[src/rtl/ide_glue_pkg.sv]
package ide_glue_pkg;
   typedef enum logic [2:0] {
      K_NONE  = 3'd0,
      K_LATCH = 3'd1,
      K_IDENT = 3'd2,
      K_MASK  = 3'd3,
      K_STAT  = 3'd4,
      K_TF    = 3'd5,
      K_CTL   = 3'd6
   } hit_kind_e;

   localparam int TF_BASE_OFF = 32'h2000;
   localparam int CH_SPAN_OFF = 32'h1000;
   localparam int MASK_OFF    = 32'h0200;
   localparam int STAT_OFF    = 32'h0290;
   localparam int CTL_OFF     = 32'h0380;
   localparam int IDENT_OFF   = 32'h2280;
   localparam int IDENT_STEP  = 4;
endpackage

[src/rtl/ide_glue_decode.sv]
module ide_glue_decode
   import ide_glue_pkg::*;
#(
   parameter int ADDR_W    = 16,
   parameter int CH_N      = 2,
   parameter int TF_REGS   = 8,
   parameter int STRIDE_SH = 6,
   parameter int ID_BITS   = 4,
   parameter int CH_W      = 1,
   parameter int SUB_W     = 3
) (
   input  logic              region,
   input  logic              ext_open,
   input  logic [ADDR_W-1:0] addr,
   output hit_kind_e         kind,
   output logic [CH_W-1:0]   ch_idx,
   output logic [SUB_W-1:0]  sub_idx
);
   always_comb begin
      kind    = K_NONE;
      ch_idx  = '0;
      sub_idx = '0;
      if (!region) begin
         if (addr == '0) kind = K_LATCH;
         for (int k = 0; k < ID_BITS; k++) begin
            if (addr == ADDR_W'(IDENT_OFF + k * IDENT_STEP)) begin
               kind    = K_IDENT;
               sub_idx = SUB_W'(k);
            end
         end
      end else if (ext_open) begin
         for (int c = 0; c < CH_N; c++) begin
            for (int i = 0; i < TF_REGS; i++) begin
               if (addr == ADDR_W'(TF_BASE_OFF + c * CH_SPAN_OFF + (i << STRIDE_SH))) begin
                  kind    = K_TF;
                  ch_idx  = CH_W'(c);
                  sub_idx = SUB_W'(i);
               end
            end
            if (addr == ADDR_W'(TF_BASE_OFF + c * CH_SPAN_OFF + CTL_OFF)) begin
               kind   = K_CTL;
               ch_idx = CH_W'(c);
            end
            if (addr == ADDR_W'(TF_BASE_OFF + c * CH_SPAN_OFF + MASK_OFF)) begin
               kind   = K_MASK;
               ch_idx = CH_W'(c);
            end
            if (addr == ADDR_W'(TF_BASE_OFF + c * CH_SPAN_OFF + STAT_OFF)) begin
               kind   = K_STAT;
               ch_idx = CH_W'(c);
            end
         end
      end
   end
endmodule

[src/rtl/ide_glue_latch.sv]
module ide_glue_latch #(
   parameter int DATA_W = 8
) (
   input  logic              clk,
   input  logic              rst_n,
   input  logic              wr,
   input  logic [DATA_W-1:0] wdata,
   output logic [DATA_W-1:0] q
);
   always_ff @(posedge clk) begin
      if (!rst_n)  q <= '0;
      else if (wr) q <= wdata;
   end
endmodule

[src/rtl/ide_glue_irq.sv]
module ide_glue_irq #(
   parameter int CH_N = 2
) (
   input  logic            clk,
   input  logic            rst_n,
   input  logic [CH_N-1:0] arm,
   input  logic [CH_N-1:0] disarm,
   input  logic [CH_N-1:0] drv_irq,
   output logic [CH_N-1:0] en,
   output logic            irq_out
);
   for (genvar c = 0; c < CH_N; c++) begin : g_ch
      always_ff @(posedge clk) begin
         if (!rst_n)         en[c] <= 1'b0;
         else if (arm[c])    en[c] <= 1'b1;
         else if (disarm[c]) en[c] <= 1'b0;
      end
   end
   assign irq_out = |(en & drv_irq);
endmodule

[src/rtl/ide_card_glue.sv]
module ide_card_glue
   import ide_glue_pkg::*;
#(
   parameter int ADDR_W    = 16,
   parameter int DATA_W    = 8,
   parameter int CH_N      = 2,
   parameter int TF_REGS   = 8,
   parameter int STRIDE_SH = 6,
   parameter int ID_BITS   = 4,
   parameter int OPEN_BIT  = 5,
   parameter int ROUTE_BIT = 0
) (
   input  logic                         clk,
   input  logic                         rst_n,
   input  logic                         bus_sel,
   input  logic                         bus_we,
   input  logic                         bus_region,
   input  logic [ADDR_W-1:0]            bus_addr,
   input  logic [DATA_W-1:0]            bus_wdata,
   output logic [DATA_W-1:0]            bus_rdata,
   input  logic [CH_N-1:0]              drv_irq,
   input  logic [ID_BITS-1:0]           id_strap,
   output logic                         card_irq,
   output logic                         ext_open,
   output logic                         dma_to_ch2,
   output logic [CH_N-1:0]              tf_cs,
   output logic [CH_N-1:0]              ctl_cs,
   output logic [$clog2(TF_REGS)-1:0]   tf_reg
);
   localparam int CH_W  = (CH_N > 1) ? $clog2(CH_N) : 1;
   localparam int TR_W  = $clog2(TF_REGS);
   localparam int ID_W  = (ID_BITS > 1) ? $clog2(ID_BITS) : 1;
   localparam int SUB_W = (TR_W > ID_W) ? TR_W : ID_W;

   if (ADDR_W < 14 || ADDR_W > 31) begin : g_bad_addr
      $error("ide_card_glue: ADDR_W must be 14..31");
   end
   if (OPEN_BIT >= DATA_W || ROUTE_BIT >= DATA_W || OPEN_BIT == ROUTE_BIT) begin : g_bad_bits
      $error("ide_card_glue: latch bit positions invalid");
   end
   if (CH_N < 1 || TF_BASE_OFF + CH_N * CH_SPAN_OFF > (1 << ADDR_W)) begin : g_bad_ch
      $error("ide_card_glue: channel windows exceed address space");
   end
   if ((TF_REGS << STRIDE_SH) > MASK_OFF) begin : g_bad_stride
      $error("ide_card_glue: taskfile stride overlaps register block");
   end

   hit_kind_e         kind;
   logic [CH_W-1:0]   ch_idx;
   logic [SUB_W-1:0]  sub_idx;
   logic [DATA_W-1:0] latch_q;
   logic [CH_N-1:0]   irq_en;
   logic [CH_N-1:0]   arm;
   logic [CH_N-1:0]   disarm;

   ide_glue_decode #(
      .ADDR_W(ADDR_W), .CH_N(CH_N), .TF_REGS(TF_REGS), .STRIDE_SH(STRIDE_SH),
      .ID_BITS(ID_BITS), .CH_W(CH_W), .SUB_W(SUB_W)
   ) u_dec (
      .region(bus_region), .ext_open(ext_open), .addr(bus_addr),
      .kind(kind), .ch_idx(ch_idx), .sub_idx(sub_idx)
   );

   ide_glue_latch #(.DATA_W(DATA_W)) u_latch (
      .clk(clk), .rst_n(rst_n),
      .wr(bus_sel && bus_we && kind == K_LATCH),
      .wdata(bus_wdata), .q(latch_q)
   );

   assign ext_open   = latch_q[OPEN_BIT];
   assign dma_to_ch2 = latch_q[ROUTE_BIT];

   for (genvar c = 0; c < CH_N; c++) begin : g_sel
      logic ch_hit;
      assign ch_hit    = bus_sel && (ch_idx == CH_W'(c));
      assign arm[c]    = ch_hit && bus_we  && kind == K_MASK;
      assign disarm[c] = ch_hit && !bus_we && kind == K_MASK;
      assign tf_cs[c]  = ch_hit && kind == K_TF;
      assign ctl_cs[c] = ch_hit && kind == K_CTL;
   end

   assign tf_reg = (bus_sel && kind == K_TF) ? sub_idx[TR_W-1:0] : '0;

   ide_glue_irq #(.CH_N(CH_N)) u_irq (
      .clk(clk), .rst_n(rst_n), .arm(arm), .disarm(disarm),
      .drv_irq(drv_irq), .en(irq_en), .irq_out(card_irq)
   );

   always_comb begin
      bus_rdata = '0;
      if (bus_sel && !bus_we) begin
         unique case (kind)
            K_LATCH: bus_rdata = latch_q;
            K_IDENT: bus_rdata = DATA_W'(id_strap[sub_idx[ID_W-1:0]]);
            K_STAT:  bus_rdata = DATA_W'(drv_irq[ch_idx]);
            default: bus_rdata = '0;
         endcase
      end
   end
endmodule

[config.mk]
export PLATFORM = sky130hd
export DESIGN_NAME = ide_card_glue
export DESIGN_NICKNAME = d
export VERILOG_FILES = /design/src/rtl/ide_glue_pkg.sv /design/src/rtl/ide_glue_decode.sv /design/src/rtl/ide_glue_latch.sv /design/src/rtl/ide_glue_irq.sv /design/src/rtl/ide_card_glue.sv
export SDC_FILE = /design/constraint.sdc
export NUM_CORES = 1
export LEC_CHECK = 0
export ABC_AREA = 1
export CORE_MARGIN = 10
export CORE_UTILIZATION = 46
export CTS_CLUSTER_DIAMETER = 80
export DETAILED_ROUTE_END_ITERATION = 10
export GPL_TIMING_DRIVEN = 0
export PLACE_DENSITY = 0.86
export SLEW_MARGIN = 20
export SYNTH_ARGS = -nofsm -noshare
export SYNTH_HDL_FRONTEND = slang
export SYNTH_HIERARCHICAL = 1
export SYNTH_SLANG_ARGS = --single-unit
[constraint.sdc]
create_clock -name clk -period 6.67 [get_ports clk]
set_clock_uncertainty 0.1 [all_clocks]
set_input_delay 1.6675 -clock clk [delete_from_list [all_inputs] [get_ports clk]]
set_output_delay 1.6675 -clock clk [all_outputs]
set_load 0.01 [all_outputs]
==> out/metrics.cfg, run 1 <==
[min_path]
worstHoldStart=u_irq/en[0]$_SDFFE_PN0P_
min_path_type=flip-flop to flip-flop
holdPathStages=2
holdPathEnd=u_irq/en[0]$_SDFFE_PN0P_

[placement]
hpwl_um=3107
dp.cells=313
placed_cell_area_mm2=0.001833
portBuffers=52
gp_congestion=0.8857

[logic_synthesis]
synth_seq_cells=10
syn_area_per_cell_um2=5.538
ys_warn_count=6
ys_types=26
synth_common_cells=nand2_1 (62), nor2_1 (47), inv_1 (39)
ys_top_cells_by_area=nand2_1 (18%), dfxtp_1 (16%), nor2_1 (14%)
synthFlopType=dfxtp_1
async_flop_share_pct=0
syn_inst=230
synth-edff-count=0
netlist_area_mm2=0.001274
yosys.area.top_type=nand2_1
synth_seq_area_share_pct=15.72
syn-num-nets=265
synth_top_area_share_pct=18.27
yosysMostFrequentCell=nand2_1

[floorplan]
ios=53
rows=19
initial_core_util_pct=47.00
die_x_um=72.62
dieArea_mm2=0.005274
die_h_um=72.62
coreArea_mm2=0.002710

[timing]
setup_violations=0
hold_viol=0
rsz0062_at_grt=no
period_share_pct=92.33
max-slew-margin-rel_pct=73.97
tns_ns=0
drv_slew=0
clock.fmax_ghz=0.1624
worstMarginPinSlew_ns=0.3854
fin_crit_ns=6.158

[finish]
diodes=0
final_area_mm2=0.001869
fillCellCount=264
layout.area.seq_um2=200.2
multi_input_area_um2=885.9
area_growth_pct=46.76
drive_gt1_share_pct=10.49
nets=322
stdcell_count=317
utilization_pct=68.98

[grt]
grtUsageTotal_pct=13.98
antenna_found_initial=0
grt_max_degree=11
grt_first_pass_wirelength_um=6216
grt.overflow.total=0
grt_pass1_vias=1431

[setup_path]
critPathArrivalTime_ns=4.39
crit_type=primary input to output pin
ff2ff_path_depth=12
cp.required_ns=4.90
critPathCaptureType=output pin
r2r_setup_slack_ns=4.85
start_kind=primary input
worst-path-max-fanout=5
r2r_start=u_latch/q[5]$_SDFFE_PN0P_
r2r_end=u_latch/q[4]$_SDFFE_PN0P_

[run_status]
outcome=finished, final reports clean

[clocking]
cts_hold_buf=0
clk_pin_slew_ns=0.07
cts_tree=yes
cts_buffer_depth=2
postCtsSetupBuffers=0
numCtsBuffers=3
cts-root-buf=clkbuf_4
cts_max_level=1
ctsResizeCount=0
clk_latency_ns=0.26
clock_sinks=10

[pwr]
power_density_mw_per_mm2=83.20
peakVddDrop_mv=0.08725
p_leak_nw=0.7710
fin_total_pwr_w=0.0001555

[drt]
dr.pass1.iters=4
dr_total_vias=1579
drt_wl_total_um=3729
ant_nets=0
dr.first_iter.drc_count=109
detail_route.wl_per_cell_um=11.76
via_per_inst=4.981
drc_errors=0

[job]
cap_violations=0

## per-stage QoR
stage / hold slack [ns] / worst slack, ns
final: 0.3717 / 0.5115
after global routing: 0.3869 / 0.2215
after CTS: 0.3688 / 0.4888
after detailed placement: 0.3588 / 0.5219
after global placement: 0.3482 / 0.5495
after floorplan: 0.3357 / 1.803
## flip-flops by register name, summed over array words and instances, names as in the netlist
signal     cells
u_latch/q      8
u_irq/en       2
## placed cells by master, fill, tap and decap left out, drive strengths merged
master | synthesis | layout
nand4 | 7 | 7
dfxtp | 10 | 10
nand2 | 69 | 69
nand3b | 2 | 2
a221oi | 1 | 1
nor3b | 7 | 7
or2 | 1 | 1
a311oi | 1 | 1
nor2 | 58 | 58
nor3 | 10 | 10
nand3 | 15 | 15
a21oi | 3 | 3
o41ai | 1 | 1
clkbuf | 0 | 4
a41oi | 1 | 1
clkdlybuf4s50 | 0 | 52
o31ai | 1 | 1
inv | 39 | 39
buf | 3 | 3
o21ai | 1 | 1
## per-layer routing
layer  wire length [µm]  GRT usage, %  share of wire, %  vias to the layer above
met3                324         4.626               8.7                        4
met5                  0             0                 0                        -
met2               1752         23.31                47                       45
met1               1608         16.41                43                      694
met4                 43         4.430               1.2                        0
li1                   -             -                 -                      836
## worst max-delay path: stages
cell	delay, ns
clkdlybuf4s50_1	0.55
inv_1	0.10
nor2_1	0.22
nand3b_1	0.15
nor2_1	0.11
nand2_1	0.07
inv_1	0.07
nor2_1	0.05
o31ai_1	0.07
nand2_1	0.13
inv_1	0.16
nand4_1	0.28
nor2_1	0.20
clkdlybuf4s50_1	0.57
## final cells by class
| class | instances | share of cell area (%) |
|---|---|---|
| timing repair buffer | 52 | 27.84 |
| inverter | 39 | 7.831 |
| tap | 31 | 2.075 |
| sequential | 10 | 10.71 |
| buffer | 3 | 2.209 |
| clock buffer | 4 | 1.941 |
| multi-input combinational | 178 | 47.39 |
## worst max path at each step
stage / endpoint / cells past startpoint / slack [ns] / start
final: tf_cs[1] / 14 / 0.51 / bus_addr[7]
after global routing: tf_cs[0] / 15 / 0.22 / bus_addr[5]
after CTS: tf_cs[1] / 14 / 0.49 / bus_addr[7]
after detailed placement: tf_cs[0] / 14 / 0.52 / bus_addr[7]
after global placement: tf_cs[1] / 14 / 0.55 / bus_addr[7]
after floorplan: bus_rdata[1] / 13 / 1.80 / bus_addr[5]
## power by group
part           leakage (nW)   switching (W)  internal, W   total, W
sequential           0.0805  0.000000000114    0.0000596  0.0000596
clock                0.0210       0.0000224    0.0000331  0.0000555
combinational         0.670       0.0000174    0.0000230  0.0000404
## logic make-up (layout without fill, tap and decap cells)
logic type	after synthesis	after routing	synth area share [%]
AO/OA/AOI/OAI	9	9	5.207
flip-flops	10	10	15.72
buffers and inverters	42	98	14.73
AND/OR/NAND/NOR	169	169	64.34
Note: power is estimated with default switching activity, not from simulation.
==> run 2: changes to the inputs <==
--- a/config.mk
+++ b/config.mk
@@ -5,13 +5,12 @@
 export SDC_FILE = /design/constraint.sdc
 export NUM_CORES = 1
 export LEC_CHECK = 0
-export ABC_AREA = 1
 export CORE_MARGIN = 10
-export CORE_UTILIZATION = 46
+export CORE_UTILIZATION = 39
 export CTS_CLUSTER_DIAMETER = 80
 export DETAILED_ROUTE_END_ITERATION = 10
 export GPL_TIMING_DRIVEN = 0
-export PLACE_DENSITY = 0.86
+export PLACE_DENSITY = 0.85
 export SLEW_MARGIN = 20
 export SYNTH_ARGS = -nofsm -noshare
 export SYNTH_HDL_FRONTEND = slang
==> constraint.sdc (replaced) <==
create_clock -name clk -period 6.67 [get_ports clk]
set_clock_uncertainty 0.1 [all_clocks]
set_input_delay 1.334 -clock clk [delete_from_list [all_inputs] [get_ports clk]]
set_output_delay 1.334 -clock clk [all_outputs]
set_load 0.01 [all_outputs]
==> out/metrics.cfg, run 2 <==
[logic_synthesis]
netlist_area_um2=868.3
syn-num-nets=134
syn_inst=99
yosysMostFrequentCell=nor2b_1
synth_seq_area_share_pct=23.05
synth_top_area_share_pct=23.05
synth-edff-count=0
synth_seq_cells=10
yosys.area.top_type=dfxtp_1
synthFlopType=dfxtp_1
syn_area_per_cell_um2=8.771
async_flop_share_pct=0
ys_warn_count=6
ys_top_cells_by_area=dfxtp_1 (23%), mux2i_1 (10%), nor2b_1 (9.4%)
synth_common_cells=nor2b_1 (13), and2_1 (10), dfxtp_1 (10)
ys_types=40

[finish]
top_register=u_latch/q
fillCellCount=198
largest_reg_flops=8
nets=191
area_growth_pct=66.57
mostFrequentLayoutCell=clkdlybuf4s50_1
reg_top3=u_latch/q: 8 flops, u_irq/en: 2 flops
utilization_pct=66.67
layout_common_cells=clkdlybuf4s50_1 (52), nor2b_1 (13), and2_1 (10), dfxtp_1 (10), mux2i_1 (9)
diodes=0
drive_gt1_share_pct=10.39

[timing]
max-slew-margin-rel_pct=48.74
fin_crit_ns=6.234
drv_slew=0
hold_viol=0
worstMarginPinSlew_ns=0.7624
setup_violations=0
period_share_pct=93.47
clock.fmax_ghz=0.1604
tns_ns=0
rsz0062_at_grt=no

[setup_path]
crit_type=primary input to output pin
crit_start=bus_addr[1]
critPathCaptureType=output pin
r2r_start=u_latch/q[5]$_SDFFE_PN0P_
cp.required_ns=5.24
critPathArrivalTime_ns=4.80
start_kind=primary input
worst-path-max-fanout=7

[min_path]
min_path_type=flip-flop to flip-flop
worstHoldStart=u_latch/q[2]$_SDFFE_PN0P_

[clocking]
cts-root-buf=clkbuf_4
numCtsBuffers=3
cts_tree=yes
postCtsSetupBuffers=0
cts_hold_buf=0
clk_pin_slew_ns=0.06
ctsResizeCount=0
clk_latency_ns=0.26
cts_buffer_depth=2
clock_sinks=10
cts_max_level=1

[drt]
drt_wl_total_um=2818
dr.first_iter.drc_count=39
ant_nets=0
drc_errors=0
dr.pass1.iters=4
detail_route.wl_per_cell_um=15.48
dr_total_vias=940
via_per_inst=5.165

[placement]
gp_congestion=0.7690
hpwl_um=2343
portBuffers=52

[grt]
grt_first_pass_wirelength_um=4498
grt_pass1_vias=962
grt_max_degree=11
grtUsageTotal_pct=12.54
grt.overflow.total=0
antenna_found_initial=0

[floorplan]
initial_core_util_pct=40.02
ios=53
dieArea_mm2=0.004514
rows=17
die_h_um=67.19
coreArea_mm2=0.002170
die_x_um=67.19

[pwr]
power_density_mw_per_mm2=89.47
peakVddDrop_mv=0.09765
p_leak_nw=0.4806

[job]
cap_violations=0

[run_status]
outcome=finished, final reports clean

[run 2: critical path: stages]
cell	delay, ns
clkdlybuf4s50_1	0.41
or4_4	0.54
or4b_4	0.54
o31ai_1	0.69
nand2b_4	0.14
nor4b_4	0.41
and2_1	0.19
clkdlybuf4s50_1	0.55
[run 2: through the flow]
step | hold WS [ns] | cell area (µm²) | instances | power, W | setup WS (ns)
floorplan | 0.3737 | 868.3 | 99 | 0.00006643 | 1.683
global placement | 0.3865 | 1424 | 179 | 0.00009030 | 0.4739
detailed placement | 0.4043 | 1424 | 179 | 0.00009085 | 0.3792
CTS | 0.4191 | 1446 | 182 | 0.0001311 | 0.3612
global route | 0.4552 | 1446 | 182 | 0.0001374 | 0.1991
finish | 0.4113 | 1446 | 182 | 0.0001294 | 0.4356
[run 2: area by class of cell]
| class | count | area [µm²] | share of cell area [%] |
|---|---|---|---|
| plain buffers | 1 | 11.26 | 0.7785 |
| clock buffers | 3 | 22.52 | 1.557 |
| inverters | 3 | 11.26 | 0.7785 |
| multi-input cells | 85 | 645.6 | 44.64 |
| flip-flops and latches | 10 | 200.2 | 13.84 |
| well taps | 28 | 35.03 | 2.422 |
| repair buffers | 52 | 520.5 | 35.99 |
[run 2: layer usage]
metal | track usage [%] | wire length, µm | vias to the layer above
met4 | 3.846 | 0 | 0
met5 | 0 | 0 | -
li1 | - | - | 476
met1 | 13.92 | 1190 | 417
met2 | 20.38 | 1257 | 47
met3 | 6.612 | 370 | 0
[run 2: final timing paths]
check | depth (start not counted) | end | slack (ns)
setup / recovery | 8 | bus_rdata[4] | 0.44
hold / removal | 2 | u_latch/q[2]$_SDFFE_PN0P_ | 0.41
setup reg to reg | 7 | u_latch/q[6]$_SDFFE_PN0P_ | 4.14
hold reg to reg | 2 | u_latch/q[2]$_SDFFE_PN0P_ | 0.41
[run 2: power by group]
| group | switching (W) | internal (W) |
|---|---|---|
| registers | 0.0000000000559 | 0.0000597 |
| logic | 0.00000899 | 0.0000211 |
| clock network | 0.0000188 | 0.0000208 |
| total | 0.0000278 | 0.000102 |
[run 2: logic make-up after synthesis]
kind of cell	Yosys count	share of synthesized area, %
xor gates and xnor gates	2	2.018
and+or+nand+nor	60	47.12
DFF	10	23.05
muxes	10	12.97
AOI/OAI and AO/OA	13	12.25
buffers and inverters	4	2.593
